### config.mk
export PLATFORM = sky130hd
export DESIGN_NAME = uart_rx_core
export DESIGN_NICKNAME = d
export VERILOG_FILES = /design/src/rtl/uart_rx_pkg.sv /design/src/rtl/uart_rx_nco.sv /design/src/rtl/uart_rx_cond.sv /design/src/rtl/uart_rx_brk.sv /design/src/rtl/uart_rx_deframe.sv /design/src/rtl/uart_rx_core.sv
export SDC_FILE = /design/constraint.sdc
export NUM_CORES = 1
export LEC_CHECK = 0
export BUFFER_PORTS_ARGS = -buffer_cell sky130_fd_sc_hd__buf_4
export CORE_ASPECT_RATIO = 1.5
export CORE_UTILIZATION = 52
export CTS_CLUSTER_DIAMETER = 80
export DETAILED_ROUTE_END_ITERATION = 16
export GPL_TIMING_DRIVEN = 0
export PLACE_DENSITY = 0.86
export SYNTH_ARGS = -nofsm -noshare
export SYNTH_HDL_FRONTEND = slang
export SYNTH_SLANG_ARGS = --single-unit
### constraint.sdc
create_clock -name clk_i -period 1.7 [get_ports clk_i]
set_input_delay 0.425 -clock clk_i [delete_from_list [all_inputs] [get_ports clk_i]]
set_output_delay 0.425 -clock clk_i [all_outputs]
set_load 0.1 [all_outputs]
### src/rtl/uart_rx_pkg.sv
package uart_rx_pkg;

  typedef enum logic [2:0] {
    RX_IDLE,
    RX_START,
    RX_DATA,
    RX_PAR,
    RX_STOP,
    RX_HOLD
  } rx_state_e;

  // Break threshold in ticks: (2 << code) characters of char_bits bits
  function automatic int unsigned brk_ticks(input logic [1:0] code,
                                            input int unsigned char_bits,
                                            input int unsigned osr);
    return (32'd2 << code) * char_bits * osr;
  endfunction

  function automatic logic maj3(input logic [2:0] v);
    return (v[0] & v[1]) | (v[1] & v[2]) | (v[0] & v[2]);
  endfunction

endpackage

### src/rtl/uart_rx_nco.sv
module uart_rx_nco #(
  parameter int RATE_W = 16
) (
  input  logic              clk_i,
  input  logic              rst_ni,
  input  logic [RATE_W-1:0] rate_i,
  output logic              tick_o
);
  logic [RATE_W-1:0] acc_q;
  logic [RATE_W:0]   sum_w;

  assign sum_w = {1'b0, acc_q} + {1'b0, rate_i};

  always_ff @(posedge clk_i or negedge rst_ni) begin
    if (!rst_ni) begin
      acc_q  <= '0;
      tick_o <= 1'b0;
    end else begin
      acc_q  <= sum_w[RATE_W-1:0];
      tick_o <= sum_w[RATE_W];
    end
  end
endmodule

### src/rtl/uart_rx_cond.sv
module uart_rx_cond
  import uart_rx_pkg::*;
#(
  parameter int SYNC_N = 2,
  parameter int HIST_W = 16
) (
  input  logic              clk_i,
  input  logic              rst_ni,
  input  logic              line_i,
  input  logic              filt_en_i,
  input  logic              lpbk_en_i,
  input  logic              tick_i,
  output logic              rx_o,
  output logic [HIST_W-1:0] hist_o
);
  logic [SYNC_N-1:0] sync_q;
  logic [2:0]        win_q;
  logic              filt_w;

  always_ff @(posedge clk_i or negedge rst_ni) begin
    if (!rst_ni) begin
      sync_q <= '1;
      win_q  <= '1;
    end else begin
      sync_q <= {sync_q[SYNC_N-2:0], line_i};
      win_q  <= {win_q[1:0], sync_q[SYNC_N-1]};
    end
  end

  assign filt_w = filt_en_i ? maj3(win_q) : win_q[0];
  assign rx_o   = lpbk_en_i ? 1'b1 : filt_w;

  always_ff @(posedge clk_i or negedge rst_ni) begin
    if (!rst_ni) hist_o <= '1;
    else if (tick_i) hist_o <= {hist_o[HIST_W-2:0], rx_o};
  end
endmodule

### src/rtl/uart_rx_brk.sv
module uart_rx_brk
  import uart_rx_pkg::*;
#(
  parameter int OSR       = 16,
  parameter int CHAR_BITS = 10
) (
  input  logic       clk_i,
  input  logic       rst_ni,
  input  logic       en_i,
  input  logic       tick_i,
  input  logic       rx_i,
  input  logic [1:0] lvl_i,
  output logic       brk_o
);
  localparam int MAX_T = 16 * CHAR_BITS * OSR;
  localparam int CW    = $clog2(MAX_T + 1);

  logic [CW-1:0] cnt_q;
  logic [CW-1:0] thr_w;
  logic          done_q;

  assign thr_w = CW'(brk_ticks(lvl_i, CHAR_BITS, OSR));

  always_ff @(posedge clk_i or negedge rst_ni) begin
    if (!rst_ni) begin
      cnt_q  <= '0;
      done_q <= 1'b0;
      brk_o  <= 1'b0;
    end else begin
      brk_o <= 1'b0;
      if (!en_i || rx_i) begin
        cnt_q  <= '0;
        done_q <= 1'b0;
      end else if (tick_i && !done_q) begin
        if (cnt_q == thr_w - 1'b1) begin
          brk_o  <= 1'b1;
          done_q <= 1'b1;
        end else begin
          cnt_q <= cnt_q + 1'b1;
        end
      end
    end
  end
endmodule

### src/rtl/uart_rx_deframe.sv
module uart_rx_deframe
  import uart_rx_pkg::*;
#(
  parameter int DATA_W = 8,
  parameter int OSR    = 16
) (
  input  logic              clk_i,
  input  logic              rst_ni,
  input  logic              en_i,
  input  logic              tick_i,
  input  logic              rx_i,
  input  logic              par_en_i,
  input  logic              par_odd_i,
  output logic [DATA_W-1:0] data_o,
  output logic              valid_o,
  output logic              par_err_o,
  output logic              frm_err_o,
  output logic              idle_o
);
  localparam int CW  = $clog2(OSR);
  localparam int BIW = $clog2(DATA_W);

  rx_state_e         state_q;
  logic [CW-1:0]     cnt_q;
  logic [BIW-1:0]    bit_q;
  logic [DATA_W-1:0] sh_q;
  logic              perr_q;
  logic              mid_w, full_w, last_w;

  function automatic logic want_par(input logic [DATA_W-1:0] d, input logic odd);
    return (^d) ^ odd;
  endfunction

  assign mid_w  = (cnt_q == CW'(OSR/2 - 1));
  assign full_w = (cnt_q == CW'(OSR - 1));
  assign last_w = (bit_q == BIW'(DATA_W - 1));
  assign idle_o = (state_q == RX_IDLE);

  always_ff @(posedge clk_i or negedge rst_ni) begin
    if (!rst_ni) begin
      state_q   <= RX_IDLE;
      cnt_q     <= '0;
      bit_q     <= '0;
      sh_q      <= '0;
      perr_q    <= 1'b0;
      data_o    <= '0;
      valid_o   <= 1'b0;
      par_err_o <= 1'b0;
      frm_err_o <= 1'b0;
    end else begin
      valid_o   <= 1'b0;
      par_err_o <= 1'b0;
      frm_err_o <= 1'b0;
      if (!en_i) begin
        state_q <= RX_IDLE;
        cnt_q   <= '0;
      end else if (tick_i) begin
        unique case (state_q)
          RX_IDLE: begin
            cnt_q <= '0;
            if (!rx_i) state_q <= RX_START;
          end
          RX_START: begin
            if (mid_w) begin
              cnt_q   <= '0;
              bit_q   <= '0;
              perr_q  <= 1'b0;
              state_q <= rx_i ? RX_IDLE : RX_DATA;
            end else cnt_q <= cnt_q + 1'b1;
          end
          RX_DATA: begin
            if (full_w) begin
              cnt_q <= '0;
              sh_q  <= {rx_i, sh_q[DATA_W-1:1]};
              if (last_w) state_q <= par_en_i ? RX_PAR : RX_STOP;
              else bit_q <= bit_q + 1'b1;
            end else cnt_q <= cnt_q + 1'b1;
          end
          RX_PAR: begin
            if (full_w) begin
              cnt_q   <= '0;
              perr_q  <= (rx_i != want_par(sh_q, par_odd_i));
              state_q <= RX_STOP;
            end else cnt_q <= cnt_q + 1'b1;
          end
          RX_STOP: begin
            if (full_w) begin
              cnt_q     <= '0;
              valid_o   <= 1'b1;
              data_o    <= sh_q;
              par_err_o <= par_en_i & perr_q;
              frm_err_o <= ~rx_i;
              state_q   <= rx_i ? RX_IDLE : RX_HOLD;
            end else cnt_q <= cnt_q + 1'b1;
          end
          RX_HOLD: begin
            if (rx_i) state_q <= RX_IDLE;
          end
          default: state_q <= RX_IDLE;
        endcase
      end
    end
  end
endmodule

### src/rtl/uart_rx_core.sv
module uart_rx_core
  import uart_rx_pkg::*;
#(
  parameter int DATA_W    = 8,
  parameter int RATE_W    = 16,
  parameter int OSR       = 16,
  parameter int HIST_W    = 16,
  parameter int SYNC_N    = 2,
  parameter int CHAR_BITS = DATA_W + 2
) (
  input  logic              clk_i,
  input  logic              rst_ni,
  input  logic              rx_en_i,
  input  logic              line_i,
  input  logic              filt_en_i,
  input  logic              lpbk_en_i,
  input  logic              par_en_i,
  input  logic              par_odd_i,
  input  logic [1:0]        brk_lvl_i,
  input  logic [RATE_W-1:0] rate_i,
  output logic [DATA_W-1:0] data_o,
  output logic              valid_o,
  output logic              par_err_o,
  output logic              frm_err_o,
  output logic              brk_o,
  output logic              idle_o,
  output logic [HIST_W-1:0] hist_o,
  output logic              lpbk_tx_o
);
  logic tick_w;
  logic rx_w;

  assign lpbk_tx_o = lpbk_en_i ? line_i : 1'b1;

  uart_rx_nco #(.RATE_W(RATE_W)) u_nco (
    .clk_i (clk_i),
    .rst_ni(rst_ni),
    .rate_i(rate_i),
    .tick_o(tick_w)
  );

  uart_rx_cond #(.SYNC_N(SYNC_N), .HIST_W(HIST_W)) u_cond (
    .clk_i    (clk_i),
    .rst_ni   (rst_ni),
    .line_i   (line_i),
    .filt_en_i(filt_en_i),
    .lpbk_en_i(lpbk_en_i),
    .tick_i   (tick_w),
    .rx_o     (rx_w),
    .hist_o   (hist_o)
  );

  uart_rx_brk #(.OSR(OSR), .CHAR_BITS(CHAR_BITS)) u_brk (
    .clk_i (clk_i),
    .rst_ni(rst_ni),
    .en_i  (rx_en_i),
    .tick_i(tick_w),
    .rx_i  (rx_w),
    .lvl_i (brk_lvl_i),
    .brk_o (brk_o)
  );

  uart_rx_deframe #(.DATA_W(DATA_W), .OSR(OSR)) u_deframe (
    .clk_i    (clk_i),
    .rst_ni   (rst_ni),
    .en_i     (rx_en_i),
    .tick_i   (tick_w),
    .rx_i     (rx_w),
    .par_en_i (par_en_i),
    .par_odd_i(par_odd_i),
    .data_o   (data_o),
    .valid_o  (valid_o),
    .par_err_o(par_err_o),
    .frm_err_o(frm_err_o),
    .idle_o   (idle_o)
  );
endmodule

==> impl_metrics.yaml <==
run_status:
  outcome: "finished with violations"
  violations: "setup timing"
global_routing:
  gr-total-overflow: 0
  met1_usage_pct: 24.8
  first_global_vias: 3470
  grt_util_all_layers_pct: 24.5
  grt_pass1_wl_um: 15400
  grt_max_degree: 83
  gr-max-usage-layer: "met2"
  grtUsageMet2_pct: 43.9
  grt_use_met3_pct: 7.18
  antenna_found_initial: 0
yosys:
  yosys_warnings: 0
  yosys.area_share.simple_pct: 11.9
  synth-adder-area-share_pct: 7.87
  synth_xor_area_share_pct: 7.51
  synth_top_family_by_area: "compound AO/OA/AOI/OAI gates"
  synth_area_um2: 4200
  synth_edf_count: 0
  synthCells: 377
  ys_ff_latch: 82
  yosysUniqueCellTypes: 50
  synthMuxAreaShare_pct: 8.55
  synth_top_cell_by_area: "dfrtp_1"
  avgSynthCellArea_um2: 11.1
  synth_nets: 428
  synth_ff_type: "dfrtp_1"
  ys_seq_area_share_pct: 49.5
  synth_area_leaders: "dfrtp_1 (36%), dfstp_2 (13%), mux2_2 (8.3%)"
  synth_compound_area_share_pct: 12.2
  synth_top_cell_area_share_pct: 36.4
  synth-async-reset-ratio_pct: 100
finish:
  utilization_pct: 73.6
  nets: 527
  final_cell_mix: "buf_4 (87), dfrtp_1 (57), mux2_2 (31)"
  synthToLayoutAreaGrowth_pct: 35.1
  n_antenna_cell: 0
  drive_gt1_share_pct: 46.4
  final_common_cell: "buf_4"
hold_path:
  hp-class: "in2reg"
clock_network:
  cts-buffers-inserted: 9
  postCtsHoldBufs: 0
  cts_tree: "built"
  htreeDepth: 3
  clkTransAtPathRegs_ns: 0.06
  clk_latency_ns: 0.34
  cts_root_buf: "clkbuf_16"
  clock_sinks: 82
  max-clock-path-buffers: 2
drt:
  drt_iter0_markers: 158
  wl_um: 9830
  drc: 0
  dr.pass1.iters: 5
  wire_per_inst_um: 16.9
  vias_per_cell: 5.70
  vias: 3323
  ant_nets: 0
sta:
  tightest_slew_ns: 0.983
  hold_viol: 0
  rsz0062_at_grt: "true"
  setup_viol: 24
  period_share_pct: 115
  final.min_clock_period_ns: 1.95
  finClkSkew_ns: 0.00557
  max_slew_margin_pct: 34.5
  slew_violations: 0
  setup_ws_ns: -0.250
  clock.fmax_ghz: 0.513
die:
  io_pins: 56
  rows: 39
  core_um2: 7710
  die_width_um: 75.4
  die-area_um2: 8450
  start_util_pct: 54.5
  chipHeight_um: 112
pwr:
  p_leak_nw: 2.55
  powerDensity_nw_per_um2: 1840
  ir_worst_vdd_mv: 1.30
worst_setup_path:
  cp_cell_sequence: "inv_1, nor2_1, o31ai_4, buf_4, or3_2, a21oi_1"
  cp_max_fo: 6
  cp_data_arrival_time_ns: 2.21
  slowest_delay_ns: 0.51
  end_kind: "flip-flop"
  crit_type: "reg2reg"
  crit_required_ns: 1.96
  cp_slowest_cell: "dfrtp_1"
  worstSetupStartpointType: "flip-flop"
placement:
  post-dp-hpwl_um: 6090
  gp_congestion: 0.835
  pre_cts_slack_ns: -0.457
  io_buffer_count: 55
run:
  maxCapViolCount: 0
-- per-stage QoR --
step / instances / hold WS (ns) / power (mW) / area [um2] / setup TNS (ns)
final: 583 / 0.215 / 10.4 / 5670 / -2.93
after global routing: 583 / 0.199 / 11.0 / 5670 / -4.69
after CTS: 573 / 0.206 / 10.1 / 5510 / -1.25
after detailed placement: 534 / 0.347 / 7.38 / 4850 / -9.14
after global placement: 534 / 0.348 / 7.21 / 4850 / -7.67
after floorplan: 377 / 0.129 / 6.49 / 4310 / -0.708
-- routing by layer --
layer  up-vias  part of all wire [%]
met5         -                     0
met4         0                   3.9
met3        32                   4.0
met2       102                    57
met1      1638                    35
li1       1551                     -
-- area by class of cell --
| cell class | count | area (um2) |
|---|---|---|
| fill | 524 | 2040 |
| clock inverter | 4 | 98.8 |
| inverter | 15 | 63.8 |
| tap | 102 | 128 |
| clock buffer | 12 | 246 |
| multi-input combinational | 271 | 2290 |
| buffer | 7 | 57.6 |
| sequential | 82 | 2080 |
| timing repair buffer | 90 | 708 |
-- cell families after synthesis --
family                     Yosys count
AOI/OAI and AO/OA                   79
xor gates and xnor gates            36
adders and majority gates           26
buffers and inverters               24
DFF                                 82
muxes                               32
and+or+nand+nor                     98
-- registers in the layout, summed over array words and instances, names as in the netlist --
name,count
u_brk.brk_o,1
u_brk.cnt_q,12
u_brk.done_q,1
u_cond.hist_o,16
u_cond.sync_q,2
u_cond.win_q,3
u_deframe.bit_q,3
u_deframe.cnt_q,4
u_deframe.data_o,8
u_deframe.frm_err_o,1
u_deframe.par_err_o,1
u_deframe.perr_q,1
u_deframe.sh_q,8
u_deframe.state_q,3
u_deframe.valid_o,1
u_nco.acc_q,16
u_nco.tick_o,1
-- worst max-delay path, delay by kind of cell (launching register included) --
| kind | cells | cell delay [ns] |
|---|---|---|
| AOI/OAI and AO/OA | 2 | 0.32 |
| buffers and inverters | 2 | 0.37 |
| DFF | 1 | 0.51 |
| and+or+nand+nor | 2 | 0.67 |
-- path summary, 6_finish.rpt --
check / end / slack (ns) / cells after the start / from
max: u_brk.cnt_q[4]$_DFFE_PN0P_ / -0.25 / 6 / u_nco.tick_o$_DFF_PN0_
min reg2reg: u_cond.win_q[0]$_DFF_PN1_ / 0.36 / 0 / u_cond.sync_q[1]$_DFF_PN1_
min: u_cond.sync_q[0]$_DFF_PN1_ / 0.21 / 1 / line_i
max reg2reg: u_brk.cnt_q[4]$_DFFE_PN0P_ / -0.25 / 6 / u_nco.tick_o$_DFF_PN0_
min in group asynchronous: u_deframe.sh_q[1]$_DFFE_PN0P_ / 0.26 / 1 / rst_ni
max in group asynchronous: u_brk.cnt_q[7]$_DFFE_PN0P_ / 0.75 / 1 / rst_ni
-- synth_stat cells, types with 10 or more instances --
cell and n:
xor2_1 10, ha_1 24, mux2_2 31, xnor2_1 26, nor2_1 22, dfstp_2 21
nand3_1 11, a21oi_1 24, o21ai_0 18, dfrtp_1 61, inv_1 15, nand2_1 21
-- what timing repair did --
item | 4_1_cts | 5_1_grt
gates cloned | 1 | 0
resized for setup | 35 | 29
setup buffers | 24 | 10
endpoints found under the setup margin | 44 | 48
pin swaps | 26 | 17
-- where the power goes --
| part | internal, mW | switching (mW) | total, mW |
|---|---|---|---|
| Sequential | 2.56 | 0.296 | 2.86 |
| Clock | 1.48 | 0.756 | 2.23 |
| Combinational | 2.04 | 3.31 | 5.35 |
| Total | 6.08 | 4.36 | 10.4 |
No activity file was read; power rests on OpenSTA's default activity.
